`src/rtl/fetch_arb_pkg.sv`:
```
package fetch_arb_pkg;

  localparam int STATE_W = 2;

  typedef enum logic [STATE_W-1:0] {
    WS_IDLE = 2'd0,
    WS_RUN  = 2'd1,
    WS_WAIT = 2'd2,
    WS_DONE = 2'd3
  } wave_state_e;

endpackage

```
`src/rtl/fetch_elig_scan.sv`:
```
module fetch_elig_scan
  import fetch_arb_pkg::*;
#(
  parameter int N_WAVES   = 8,
  parameter int OCC_W     = 4,
  parameter int OCC_LIMIT = 4
) (
  input  logic [STATE_W*N_WAVES-1:0] status_i,
  input  logic [OCC_W*N_WAVES-1:0]   occ_i,
  input  logic [N_WAVES-1:0]         branch_i,
  input  logic [N_WAVES-1:0]         queued_i,
  input  logic [N_WAVES-1:0]         pending_i,
  output logic [N_WAVES-1:0]         elig_o
);

  localparam logic [OCC_W-1:0] OccMax = OCC_W'(OCC_LIMIT);

  for (genvar j = 0; j < N_WAVES; j++) begin : g_wave
    logic running, room;
    assign running   = (status_i[j*STATE_W +: STATE_W] == WS_RUN);
    assign room      = (occ_i[j*OCC_W +: OCC_W] <= OccMax);
    // queued waves are skipped: eligibility is not re-evaluated
    assign elig_o[j] = running && room && !branch_i[j] &&
                       !queued_i[j] && !pending_i[j];
  end

endmodule

```
`src/rtl/fetch_ready_fifo.sv`:
```
module fetch_ready_fifo #(
  parameter int N_WAVES = 8,
  localparam int IDX_W  = $clog2(N_WAVES),
  localparam int CNT_W  = $clog2(N_WAVES + 1)
) (
  input  logic             clk_i,
  input  logic             rst_ni,
  input  logic [N_WAVES-1:0] push_i,
  output logic             pop_valid_o,
  output logic [IDX_W-1:0] pop_idx_o
);

  logic [IDX_W-1:0] q_r   [N_WAVES];
  logic [IDX_W-1:0] tmp_q [N_WAVES];
  logic [IDX_W-1:0] q_n   [N_WAVES];
  logic [CNT_W-1:0] cnt_r, cnt_n, fill;

  // append in ascending index order, then pop head of the merged queue
  always_comb begin
    for (int k = 0; k < N_WAVES; k++) tmp_q[k] = q_r[k];
    fill = cnt_r;
    for (int j = 0; j < N_WAVES; j++) begin
      if (push_i[j] && (fill < CNT_W'(N_WAVES))) begin
        tmp_q[IDX_W'(fill)] = IDX_W'(j);
        fill = fill + CNT_W'(1);
      end
    end
    pop_valid_o = (fill != '0);
    pop_idx_o   = tmp_q[0];
    for (int k = 0; k < N_WAVES - 1; k++)
      q_n[k] = pop_valid_o ? tmp_q[k+1] : tmp_q[k];
    q_n[N_WAVES-1] = pop_valid_o ? '0 : tmp_q[N_WAVES-1];
    cnt_n = pop_valid_o ? fill - CNT_W'(1) : fill;
  end

  always_ff @(posedge clk_i or negedge rst_ni) begin
    if (!rst_ni) begin
      cnt_r <= '0;
      for (int k = 0; k < N_WAVES; k++) q_r[k] <= '0;
    end else begin
      cnt_r <= cnt_n;
      for (int k = 0; k < N_WAVES; k++) q_r[k] <= q_n[k];
    end
  end

  p_no_overflow_r7: assert property (@(posedge clk_i) disable iff (!rst_ni)
    cnt_r <= CNT_W'(N_WAVES));

  p_empty_after_reset_r9: assert property (@(posedge clk_i) disable iff (!rst_ni)
    $rose(rst_ni) |-> (cnt_r == '0));

endmodule

```
`src/rtl/fetch_wave_flags.sv`:
```
module fetch_wave_flags #(
  parameter int N_WAVES = 8,
  localparam int IDX_W  = $clog2(N_WAVES)
) (
  input  logic               clk_i,
  input  logic               rst_ni,
  input  logic [N_WAVES-1:0] push_i,
  input  logic               grant_v_i,
  input  logic [IDX_W-1:0]   grant_idx_i,
  input  logic               done_v_i,
  input  logic [IDX_W-1:0]   done_idx_i,
  output logic [N_WAVES-1:0] queued_o,
  output logic [N_WAVES-1:0] pending_o
);

  logic [N_WAVES-1:0] queued_r, pend_r;

  for (genvar j = 0; j < N_WAVES; j++) begin : g_flag
    logic hit_grant, hit_done;
    assign hit_grant = grant_v_i && (grant_idx_i == IDX_W'(j));
    assign hit_done  = done_v_i  && (done_idx_i  == IDX_W'(j));

    always_ff @(posedge clk_i or negedge rst_ni) begin
      if (!rst_ni) begin
        queued_r[j] <= 1'b0;
        pend_r[j]   <= 1'b0;
      end else begin
        // a wave appended and popped in the same cycle never stays queued
        queued_r[j] <= (queued_r[j] | push_i[j]) & ~hit_grant;
        // set on grant wins over a same-cycle completion
        pend_r[j]   <= hit_grant | (pend_r[j] & ~hit_done);
      end
    end
  end

  assign queued_o  = queued_r;
  assign pending_o = pend_r;

  p_grant_not_pending_r4: assert property (@(posedge clk_i) disable iff (!rst_ni)
    grant_v_i |-> !pend_r[grant_idx_i]);

  p_grant_sets_pend_r6: assert property (@(posedge clk_i) disable iff (!rst_ni)
    grant_v_i |=> pend_r[$past(grant_idx_i)]);

  p_push_not_queued_r5: assert property (@(posedge clk_i) disable iff (!rst_ni)
    $countones(push_i & queued_r) == 0);

endmodule

```
`src/rtl/fetch_wave_arb.sv`:
```
module fetch_wave_arb
  import fetch_arb_pkg::*;
#(
  parameter int N_WAVES   = 8,
  parameter int OCC_W     = 4,
  parameter int OCC_LIMIT = 4,
  localparam int IDX_W    = $clog2(N_WAVES)
) (
  input  logic                         clk_i,
  input  logic                         rst_ni,
  input  logic [STATE_W*N_WAVES-1:0]   wave_status_i,
  input  logic [OCC_W*N_WAVES-1:0]     buf_occ_i,
  input  logic [N_WAVES-1:0]           has_branch_i,
  input  logic                         done_valid_i,
  input  logic [IDX_W-1:0]             done_idx_i,
  output logic                         grant_valid_o,
  output logic [IDX_W-1:0]             grant_idx_o
);

  logic [N_WAVES-1:0] elig, queued, pending;
  logic               pop_v;
  logic [IDX_W-1:0]   pop_idx;

  fetch_elig_scan #(
    .N_WAVES  (N_WAVES),
    .OCC_W    (OCC_W),
    .OCC_LIMIT(OCC_LIMIT)
  ) i_scan (
    .status_i (wave_status_i),
    .occ_i    (buf_occ_i),
    .branch_i (has_branch_i),
    .queued_i (queued),
    .pending_i(pending),
    .elig_o   (elig)
  );

  fetch_ready_fifo #(
    .N_WAVES(N_WAVES)
  ) i_fifo (
    .clk_i      (clk_i),
    .rst_ni     (rst_ni),
    .push_i     (elig),
    .pop_valid_o(pop_v),
    .pop_idx_o  (pop_idx)
  );

  fetch_wave_flags #(
    .N_WAVES(N_WAVES)
  ) i_flags (
    .clk_i      (clk_i),
    .rst_ni     (rst_ni),
    .push_i     (elig),
    .grant_v_i  (pop_v),
    .grant_idx_i(pop_idx),
    .done_v_i   (done_valid_i),
    .done_idx_i (done_idx_i),
    .queued_o   (queued),
    .pending_o  (pending)
  );

  always_ff @(posedge clk_i or negedge rst_ni) begin
    if (!rst_ni) begin
      grant_valid_o <= 1'b0;
      grant_idx_o   <= '0;
    end else begin
      grant_valid_o <= pop_v;
      grant_idx_o   <= pop_v ? pop_idx : grant_idx_o;
    end
  end

  p_grant_idx_range_r7: assert property (@(posedge clk_i) disable iff (!rst_ni)
    grant_valid_o |-> (int'(grant_idx_o) < N_WAVES));

  p_grant_marks_pending_r8: assert property (@(posedge clk_i) disable iff (!rst_ni)
    grant_valid_o |-> pending[grant_idx_o]);

endmodule

```
`config.mk`:
```
export PLATFORM = sky130hd
export DESIGN_NAME = fetch_wave_arb
export DESIGN_NICKNAME = d
export VERILOG_FILES = /design/src/rtl/fetch_arb_pkg.sv /design/src/rtl/fetch_elig_scan.sv /design/src/rtl/fetch_ready_fifo.sv /design/src/rtl/fetch_wave_flags.sv /design/src/rtl/fetch_wave_arb.sv
export SDC_FILE = /design/constraint.sdc
export NUM_CORES = 1
export LEC_CHECK = 0
export BUFFER_PORTS_ARGS = -buffer_cell sky130_fd_sc_hd__buf_4
export CAP_MARGIN = 20
export CORE_ASPECT_RATIO = 0.7
export CORE_UTILIZATION = 30
export CTS_BUF_LIST = sky130_fd_sc_hd__clkbuf_16
export DETAILED_ROUTE_END_ITERATION = 8
export GPL_TIMING_DRIVEN = 0
export PLACE_DENSITY = 0.57
export SLEW_MARGIN = 30
export SYNTH_ARGS = -nofsm -noshare
export SYNTH_HDL_FRONTEND = slang
export SYNTH_SLANG_ARGS = --single-unit
```
`constraint.sdc`:
```
create_clock -name clk_i -period 7.4 [get_ports clk_i]
set_input_delay 1.48 -clock clk_i [delete_from_list [all_inputs] [get_ports clk_i]]
set_output_delay 1.48 -clock clk_i [all_outputs]
set_load 0.02 [all_outputs]
```
==> impl_results.md, run 1 <==
- Flop2flop setup slack: 1.04 ns
- Leak Pwr: 2.70 nW
- TritonCTS Sinks: 48
- Vias/cell: 5.62
- Commonest cells after routing, fill and taps aside: buf_4 (101), nand2_1 (68), nor2_1 (65), dfrtp_1 (48), o21ai_0 (39)
- Vias: 5374
- Tmin final: 7.24 ns
- Min-delay src: grant_idx_o[1]$_DFFE_PN0N_
- Pwr per Cell Area: 368 mW/mm^2
- CP Launch Type: input pin
- RSZ-0062 raised after global routing: true
- GP Congestion: 0.946
- Setup TNS Final: 0 ns
- Vias in the first global route: 5041
- CP Max Fanout: 10
- Power, Total: 2.39 mW
- I/O pin count: 66
- CTS tree: done
- Number of hold violations in the final report: 0
- Highest Signal Layer: met4
- Die height: 110 um
- R2r endpoint: i_fifo.cnt_r[0]$_DFF_PN0_
- Global-route wire length before repair: 29100 um
- ANT cells: 0
- Clock Tree Root: clkbuf_16
- FF-to-FF Start: i_flags.queued_o[0]$_DFF_PN0_
- Multi-input gate area: 0.00386 sq mm
- Max Clk Rate: 138 MHz
- Top FF cell, synth: dfrtp_1
- Share of layout cells above drive strength 1: 0.267
- Synth warn: 0
- Clock Latency Late Sink: 0.30 ns
- Slew HR: 0.456
- Synthesized area: 0.00499 sq mm
- DRC Markers: 0
- CP peak stage delay: 0.58 ns
- CP max-delay cell: or4_4
- Core footprint: 0.0163 sq mm
- Grt total ovfl: 0
- Worst Hold End: grant_idx_o[1]$_DFFE_PN0N_
- Max-slew violations: 0
- TritonRoute pass-1 iters: 6
- Drt wl/cell: 19.5 um
- Fin nets: 799
- Met2 WL post-DR: 6920 um
- Full die area: 0.0172 sq mm
- Final Cycle Share: 0.978
- Area Growth Syn to Fin: 30.2%
- Gr usage total: 0.224
- Kind of critical path: in2reg
- Crit path DAT: 7.37 ns
- Hold Path Stages: 1
- CTS clk-pin slew, worst paths: 0.08 ns
- Initial antenna violation count: 0
- Initial core utilization: 0.306
- Max Buffers Root-to-Sink: 2
- Post-synth EDFFs: 0
- IR drop worst, VDD: 0.000227 V
- Fillcell total: 1690
- Post-DP HPWL: 14200 um
- Least-Margin Pin Slew: 0.808 ns
- DR iter-0 viols: 592
- Share of the synthesized area in the top cell type: 0.240
- Status: completed
- Worst Path Required: 7.53 ns
- Hold WC Path Type: reg2reg
- Post-Syn Area per Cell: 7.95 sq um
- Most common cell after layout, fill and taps aside: buf_4
- Chip width: 156 um
- Row cnt: 39
- Yosys top cell by area: dfrtp_1
- Largest net degree at the start of global routing: 49
- Metal-1 WL: 9200 um
- Top post-synthesis cells by area: dfrtp_1 (24%), nand2_1 (5.3%), nor2_1 (5.0%), o21ai_0 (4.3%), mux2i_1 (4.2%)
- Synthesized flop and latch total: 48
- Maxcap violations: 0
- Sequential fraction of the synthesis area: 0.240
- H-tree lvl count: 2
- Element type at the critical path end: flip-flop
- Port bufs: 65
- Synth cell types: 89
- Setup violators final: 0
- Synth async-reset ratio: 1.00
- Syn_nets: 697
- Setup crit start: wave_status_i[1]
- Area after DPL: 0.00586 sq mm
- Met3 WL post-DR: 2150 um
- Routed WL: 18600 um
- Fin area: 0.00650 sq mm
- Storage element area: 0.00120 sq mm
- Mapped Cells: 628
- Clock Skew: 0.00906 ns
- ANT nets after route: 0
- Worst-case reg-to-reg path depth: 30
- Cts bufs inserted: 5
==> power by group <==
| group | switching, mW | internal [mW] |
|---|---|---|
| Combinational | 0.937 | 0.713 |
| Clock | 0.116 | 0.195 |
| Sequential | 0.0746 | 0.358 |
==> state kept, by name, summed over array words and instances, names as in the netlist <==
register           count
grant_idx_o            3
i_flags.queued_o       8
grant_valid_o          1
i_flags.pending_o      8
i_fifo.cnt_r           4
i_fifo.q_r            24
==> Yosys cell counts (6+ instances only) <==
| cell | n |
|---|---|
| a21o_1 | 6 |
| a21oi_1 | 41 |
| a31oi_1 | 17 |
| and2_1 | 7 |
| and3_1 | 8 |
| buf_2 | 6 |
| clkbuf_1 | 13 |
| dfrtp_1 | 48 |
| ha_1 | 7 |
| inv_1 | 13 |
| mux2i_1 | 21 |
| nand2_1 | 71 |
| nand2b_1 | 20 |
| nand3_1 | 19 |
| nor2_1 | 66 |
| nor2b_1 | 8 |
| nor3_1 | 25 |
| nor4_1 | 11 |
| o211ai_1 | 6 |
| o21a_1 | 9 |
| o21ai_0 | 43 |
| o21ai_1 | 6 |
| o31ai_1 | 6 |
| xnor2_1 | 9 |
| xnor3_1 | 6 |
==> kinds of logic after synthesis <==
| group | share of synthesized area |
|---|---|
| fa+ha+maj | 0.0175 |
| mux | 0.0589 |
| buf+inv | 0.0406 |
| compound gates | 0.283 |
| flops | 0.240 |
| simple gates | 0.296 |
| xor+xnor | 0.0641 |
==> layout make-up <==
cell class / instances / area share
clock buffer: 5 / 0.0192
multi-input combinational: 537 / 0.594
inverter: 16 / 0.00924
clock inverter: 3 / 0.0106
timing repair buffer: 96 / 0.110
tap: 225 / 0.0433
buffer: 26 / 0.0283
sequential: 48 / 0.185
==> worst max-delay path, delay by kind of cell <==
kind	cells	cell delay [ns]
AO/OA/AOI/OAI	7	1.55
XOR/XNOR	2	0.49
adder cells (fa/ha/maj)	6	1.57
buffers and inverters	10	1.16
AND/OR/NAND/NOR	6	1.09
==> metrics by stage <==
step | util | setup slack, ns | instances | hold slack (ns)
after floorplan | - | 0.0238 | 628 | 0.466
after global placement | 0.359 | -1.35 | 918 | 0.492
after detailed placement | 0.359 | -1.20 | 918 | 0.484
after CTS | 0.383 | 0.00660 | 937 | 0.508
after global routing | 0.399 | -0.0490 | 956 | 0.523
final | 0.399 | 0.161 | 956 | 0.501
==> per-layer routing <==
metal / vias up / track usage
met5: - / 0
met1: 2502 / 0.346
li1: 2568 / -
met4: 0 / 0.0455
met2: 274 / 0.292
met3: 30 / 0.0694
==> timing repair <==
item                                    CTS  global route
endpoints found under the hold margin     0             0
endpoints found under the setup margin   48            48
resized for setup                        19            31
pin swaps                                 7            18
hold buffers                              0             0
cloned                                    0             1
setup buffers                            12            18
==> worst max-delay path by stage <==
stage | to | slack (ns) | cells past startpoint
floorplan | i_fifo.q_r[14]$_DFF_PN0_ | 0.02 | 30
global placement | i_fifo.cnt_r[0]$_DFF_PN0_ | -1.35 | 28
detailed placement | i_fifo.cnt_r[0]$_DFF_PN0_ | -1.20 | 28
CTS | i_fifo.q_r[21]$_DFF_PN0_ | 0.007 | 31
global route | i_fifo.cnt_r[3]$_DFF_PN0_ | -0.05 | 29
finish | i_fifo.cnt_r[0]$_DFF_PN0_ | 0.16 | 31
(Power assumes the default switching activity.)
==> run 2: changes to the inputs <==
- CTS_CLUSTER_DIAMETER: default -> 40
- REMOVE_ABC_BUFFERS: default -> 1
==> run 2 against run 1 <==
Compared with the run above: via count increased by 1.4%; clock skew decreased by 0.0018 ns; routed wire length decreased by 0.76%; largest cell class unchanged; highest routed layer unchanged; critical path type unchanged.
==> impl_results.md, run 2 (synthesis gave the netlist of run 1 again) <==
- Status: completed
- Die height: 110 um (unchanged)
- Final core utilization: 0.396 (-0.00345)
- TritonCTS Sinks: 48 (unchanged)
- ANT cells: 0 (unchanged)
- Final WS setup: 0.150 ns (-0.0103 ns)
- Drt wl/cell: 19.7 um (+1.1%)
- CP Max Fanout: 8 (-2)
- CTS clk-pin slew, worst paths: 0.08 ns (about the same)
- CP most frequent cell: ha_4
- Post-DP HPWL: 13500 um (-5.5%)
- TritonRoute pass-1 iters: 5 (-1)
- Slew HR: 0.332 (-0.124)
- Tmin final: 7.25 ns (+0.0103 ns)
- ANT nets after route: 0 (unchanged)
- Most common cell after layout, fill and taps aside: buf_4
- Setup TNS Final: 0 ns (unchanged)
- Core footprint: 0.0163 sq mm (unchanged)
- Area Growth Syn to Fin: 29.1%
- Clock Tree Root: clkbuf_16
- Initial antenna violation count: 1 (+1)
- Share of layout cells above drive strength 1: 0.271 (+0.00393)
- Finished Layout Cells: 938 (-1.9%)
- GP Congestion: 0.961 (+1.5%)
- Grt total ovfl: 0 (unchanged)
- Routed WL: 18500 um (-0.76%)
- Vias: 5451 (+1.4%)
- Top reg by flops: i_fifo.q_r
- Internal cell power: 1.19 mW (-5.9%)
- Switching Power: 1.12 mW (-0.42%)
- CP max-delay cell: or4_4
- Clock share of power: 0.119 (-0.011)
- Port bufs: 65 (unchanged)
- Chip width: 156 um (unchanged)
- Vias/cell: 5.81 (+3.4%)
- Hold WC Path Type: reg2reg
- Least-Margin Pin Slew: 0.992 ns (+0.184 ns)
- H-tree lvl count: 2 (unchanged)
- Maxcap violations: 0 (unchanged)
- Cts bufs inserted: 5 (unchanged)
- DRC Markers: 0 (unchanged)
- Row cnt: 39 (unchanged)
- Leak Pwr: 2.64 nW (-2.2%)
- Vias in the first global route: 4952 (-1.8%)
- Placed instance count: 893 (-2.7%)
- I/O pin count: 66 (unchanged)
- Gr usage total: 0.215 (-0.00857)
- Largest net degree at the start of global routing: 49 (unchanged)
- Largest register FFs: 24 (unchanged)
- CP peak stage delay: 0.59 ns (about the same)
- Full die area: 0.0172 sq mm (unchanged)
- Fin nets: 781 (-2.3%)
- Post-place setup slack: -2.91 ns (-1.71 ns)
- Clock Skew: 0.00725 ns (-0.00181 ns)
- CP Launch Type: input pin
- Max Clk Rate: 138 MHz (-0.14%)
- IR drop worst, VDD: 0.000270 V (+19%)
- Final Cycle Share: 0.980 (+0.00140)
- Pwr per Cell Area: 359 mW/mm^2 (-2.5%)
- Max-slew violations: 0 (unchanged)
- Worst Path Required: 7.58 ns (+0.05 ns)
- Kind of critical path: in2reg
- Commonest cells after routing, fill and taps aside: buf_4 (99), nand2_1 (67), nor2_1 (65), dfrtp_1 (48)
- CTS tree: done
- Buffer and inverter count on the worst path: 8 (-2)
- Sw Share: 0.485 (+0.0141)
- Crit path DAT: 7.43 ns (+0.06 ns)
- Element type at the critical path end: flip-flop
- DR iter-0 viols: 539 (-9.0%)
- Global-route wire length before repair: 28200 um (-3.2%)
- Setup violators final: 0 (unchanged)
- Number of hold violations in the final report: 0 (unchanged)
- Max Buffers Root-to-Sink: 2 (unchanged)
- Comb pwr share: 0.678 (-0.012)
- Fillcell total: 1674 (-0.95%)
- Seq pwr share: 0.203 (+0.022)
- Initial core utilization: 0.306 (unchanged)
- Clock Latency Late Sink: 0.30 ns (about the same)
- Crit-path leading delay family: adder cells
==> run 2: power groups by stage <==
stage | clock network (mW) | registers (mW) | logic (mW)
after global routing | 0.285 | 0.478 | 1.68
final | 0.275 | 0.470 | 1.57
after detailed placement | 0 | 0.461 | 1.23
after global placement | 0 | 0.461 | 1.22
after floorplan | 0 | 0.434 | 0.914
after CTS | 0.275 | 0.462 | 1.41
==> run 2: area by class of cell <==
cell class,instances,area [sq um],area share
Multi-Input combinational cell,538,3910,0.607
Sequential cell,48,1200,0.186
Timing Repair Buffer,103,823,0.128
Tap cell,225,282,0.0437
Clock buffer,5,125,0.0194
Inverter,16,60.1,0.00932
Clock inverter,3,42.5,0.00660
==> run 2: final timing paths <==
check	start	endpoint	slack, ns	cells after the start
worst min-delay path	grant_idx_o[1]$_DFFE_PN0N_	grant_idx_o[1]$_DFFE_PN0N_	0.50	1
worst max register to register	i_fifo.cnt_r[0]$_DFF_PN0_	i_fifo.q_r[21]$_DFF_PN0_	0.66	26
min in group asynchronous	rst_ni	grant_valid_o$_DFF_PN0_	1.21	1
max in group asynchronous	rst_ni	i_flags.pending_o[4]$_DFF_PN0_	5.74	1
worst min register to register	grant_idx_o[1]$_DFFE_PN0N_	grant_idx_o[1]$_DFFE_PN0N_	0.50	1
worst max-delay path	wave_status_i[1]	i_fifo.q_r[21]$_DFF_PN0_	0.15	30
==> run 2: metrics by stage <==
stage	total power [mW]	hold WS, ns	cell area [sq um]
after floorplan	1.35	0.466	4850
after detailed placement	1.69	0.487	5660
after global routing	2.44	0.525	6450
after global placement	1.68	0.480	5620
after CTS	2.15	0.510	6170
final	2.31	0.505	6450
==> run 2: routing by layer <==
| metal | global-route usage | up-vias | wire length (um) |
|---|---|---|---|
| li1 | - | 2546 | - |
| met1 | 0.348 | 2588 | 9190 |
| met2 | 0.288 | 290 | 7050 |
| met3 | 0.0311 | 27 | 1920 |
| met4 | 0.0469 | 0 | 319 |
| met5 | 0 | - | 0 |
==> run 2: what timing repair did <==
item | CTS | global route
hold buffers | 0 | 0
gates cloned | 1 | 1
pin swaps | 6 | 10
hold endpoints to repair | 0 | 0
gates resized for setup | 30 | 26
setup buffers | 18 | 17
endpoints found under the setup margin | 48 | 48
==> run 3: changes to the inputs <==
- PLACE_DENSITY: 0.57 -> 0.55
- clock period: 7.4 -> 8.3 ns (I/O delays scaled with it)
==> run 3 against run 2 <==
Compared with the run above: sequential cell count unchanged; setup slack improved by 0.094 ns; hold slack improved by 0.0067 ns; global-route usage down 0.065 points; critical path depth fell by 1; clock power about the same; sequential share of layout area grew 0.85 points; combinational power is 18% lower; non-clock buffer count shrank 20; cell count decreased by 2.1%; routed wire length fell by 1.3%; largest power group unchanged; highest routed layer unchanged.
==> impl_results.md, run 3 (synthesis gave the netlist of run 1 again) <==
- Grt total ovfl: 0 (unchanged)
- Vias/cell: 5.89 (+1.4%)
- Vias: 5410 (-0.75%)
- Kind of critical path: in2reg
- Initial antenna violation count: 0 (-1)
- Max Clk Rate: 124 MHz
- Full die area: 0.0172 sq mm (unchanged)
- Setup TNS Final: 0 ns (unchanged)
- TritonRoute pass-1 iters: 5 (unchanged)
- CP Max Fanout: 26 (+18)
- Fillcell total: 1693 (+1.1%)
- Drt wl/cell: 19.9 um (+0.85%)
- Leak Pwr: 2.51 nW (-4.9%)
- Power, Total: 1.98 mW (-14%)
- Clock Tree Root: clkbuf_16
- Final hold slack: 0.512 ns (+0.00671 ns)
- Maxcap violations: 0 (unchanged)
- GP Congestion: 0.961 (about the same)
- Final Cycle Share: 0.971
- Number of hold violations in the final report: 0 (unchanged)
- Commonest cells after routing, fill and taps aside: buf_4 (81), nand2_1 (70), nor2_1 (66), dfrtp_1 (48), o21ai_0 (41)
- Placed instance count: 893 (unchanged)
- H-tree lvl count: 2 (unchanged)
- ANT nets after route: 0 (unchanged)
- Row cnt: 39 (unchanged)
- Largest register FFs: 24 (unchanged)
- Worst Path Required: 8.54 ns (+0.96 ns)
- Slew HR: 0.275 (-0.0564)
- Die height: 110 um (unchanged)
- Max Buffers Root-to-Sink: 2 (unchanged)
- Clock Latency Late Sink: 0.29 ns (about the same)
- Core footprint: 0.0163 sq mm (unchanged)
- Area after DPL: 0.00566 sq mm (about the same)
- Initial core utilization: 0.306 (unchanged)
- Post-place setup slack: -2.31 ns (+0.598 ns)
- CTS Hold Bufs: 0 (unchanged)
- Global-route wire length before repair: 28200 um (about the same)
- Final WS setup: 0.244 ns (+0.0939 ns)
- Pwr per Cell Area: 322 mW/mm^2 (-10%)
- CTS clk-pin slew, worst paths: 0.07 ns (about the same)
- Gr usage total: 0.214 (-0.000655)
- Tmin final: 8.06 ns
- CP peak stage delay: 0.57 ns (-0.02 ns)
- Setup violators final: 0 (unchanged)
- Routed WL: 18200 um (-1.3%)
- Status: completed
- DR iter-0 viols: 484 (-10%)
- IR drop worst, VDD: 0.000191 V (-29%)
- Top reg by flops: i_fifo.q_r
- ANT cells: 0 (unchanged)
- Clock Skew: 0.00617 ns (-0.00109 ns)
- Post-DP HPWL: 14000 um (+4.2%)
- Fin nets: 761 (-2.6%)
- Share of layout cells above drive strength 1: 0.225 (-0.0456)
- CP most frequent cell: ha_1
- Largest net degree at the start of global routing: 49 (unchanged)
- Area Growth Syn to Fin: 23.4%
- Finished Layout Cells: 918 (-2.1%)
- Final core utilization: 0.378 (-0.0174)
- CP max-delay cell: or4_4
- Port bufs: 65 (unchanged)
- TritonCTS Sinks: 48 (unchanged)
- Hold WC Path Type: reg2reg
- Most common cell after layout, fill and taps aside: buf_4
- I/O pin count: 66 (unchanged)
- Crit path DAT: 8.29 ns (+0.86 ns)
- Element type at the critical path end: flip-flop
- Fin area: 0.00616 sq mm (-4.4%)
- Max-slew violations: 0 (unchanged)
- Least-Margin Pin Slew: 1.07 ns (+0.0804 ns)
- Chip width: 156 um (unchanged)
- CP Launch Type: input pin
- DRC Markers: 0 (unchanged)
- Vias in the first global route: 5057 (+2.1%)
- Cts bufs inserted: 5 (unchanged)
- CTS tree: done
## run 3: changes by cell type in the layout (fill, tap and decap cells not counted), sizes merged
cell,before,now
buf,102,83
clkinv,2,0
bufinv,1,2
clkbuf,6,5
inv,16,17
## run 3: worst max-delay path: cells and delay by family
kind / cells / cell delay, ns
fa+ha+maj: 6 / 1.80
compound gates: 8 / 1.89
simple gates: 6 / 1.41
xor+xnor: 2 / 0.61
buf+inv: 7 / 0.91
## run 3: worst paths after layout
kind | start | to | slack (ns) | depth (start not counted)
worst max-delay path | has_branch_i[0] | i_flags.queued_o[3]$_DFF_PN0_ | 0.24 | 29
worst min-delay path | i_flags.queued_o[1]$_DFF_PN0_ | i_flags.queued_o[1]$_DFF_PN0_ | 0.51 | 1
worst max register to register | i_fifo.cnt_r[0]$_DFF_PN0_ | i_flags.queued_o[3]$_DFF_PN0_ | 1.07 | 25
worst min register to register | i_flags.queued_o[1]$_DFF_PN0_ | i_flags.queued_o[1]$_DFF_PN0_ | 0.51 | 1
max in group asynchronous | rst_ni | i_fifo.q_r[0]$_DFF_PN0_ | 6.48 | 1
min in group asynchronous | rst_ni | grant_valid_o$_DFF_PN0_ | 1.37 | 1
## run 3: power by group
| group | internal [mW] | total [mW] | switching [mW] |
|---|---|---|---|
| registers | 0.318 | 0.419 | 0.100 |
| clock network | 0.174 | 0.272 | 0.0981 |
| logic | 0.531 | 1.29 | 0.761 |
## run 3: repair_timing
action / CTS / global route
setup endpoints to repair: 48 / 48
pin swaps: 4 / 5
cloned: 1 / 0
setup buffers: 11 / 5
gates resized for setup: 12 / 17
hold endpoints to repair: 0 / 0
## run 3: cell type report
| class | instances | area [sq um] | share of cell area |
|---|---|---|---|
| sequential | 48 | 1200 | 0.195 |
| inverter | 16 | 60.1 | 0.00974 |
| clock inverter | 3 | 68.8 | 0.0112 |
| clock buffer | 5 | 125 | 0.0203 |
| timing repair buffer | 83 | 643 | 0.104 |
| multi-input combinational | 538 | 3780 | 0.614 |
| tap | 225 | 282 | 0.0457 |
## run 3: layer usage
layer / share of wire / GRT usage / up-vias
met3: 0.11 / 0.0572 / 25
met4: 0.017 / 0.0497 / 0
met2: 0.39 / 0.305 / 306
li1: - / - / 2501
met1: 0.48 / 0.317 / 2578
met5: 0 / 0 / -
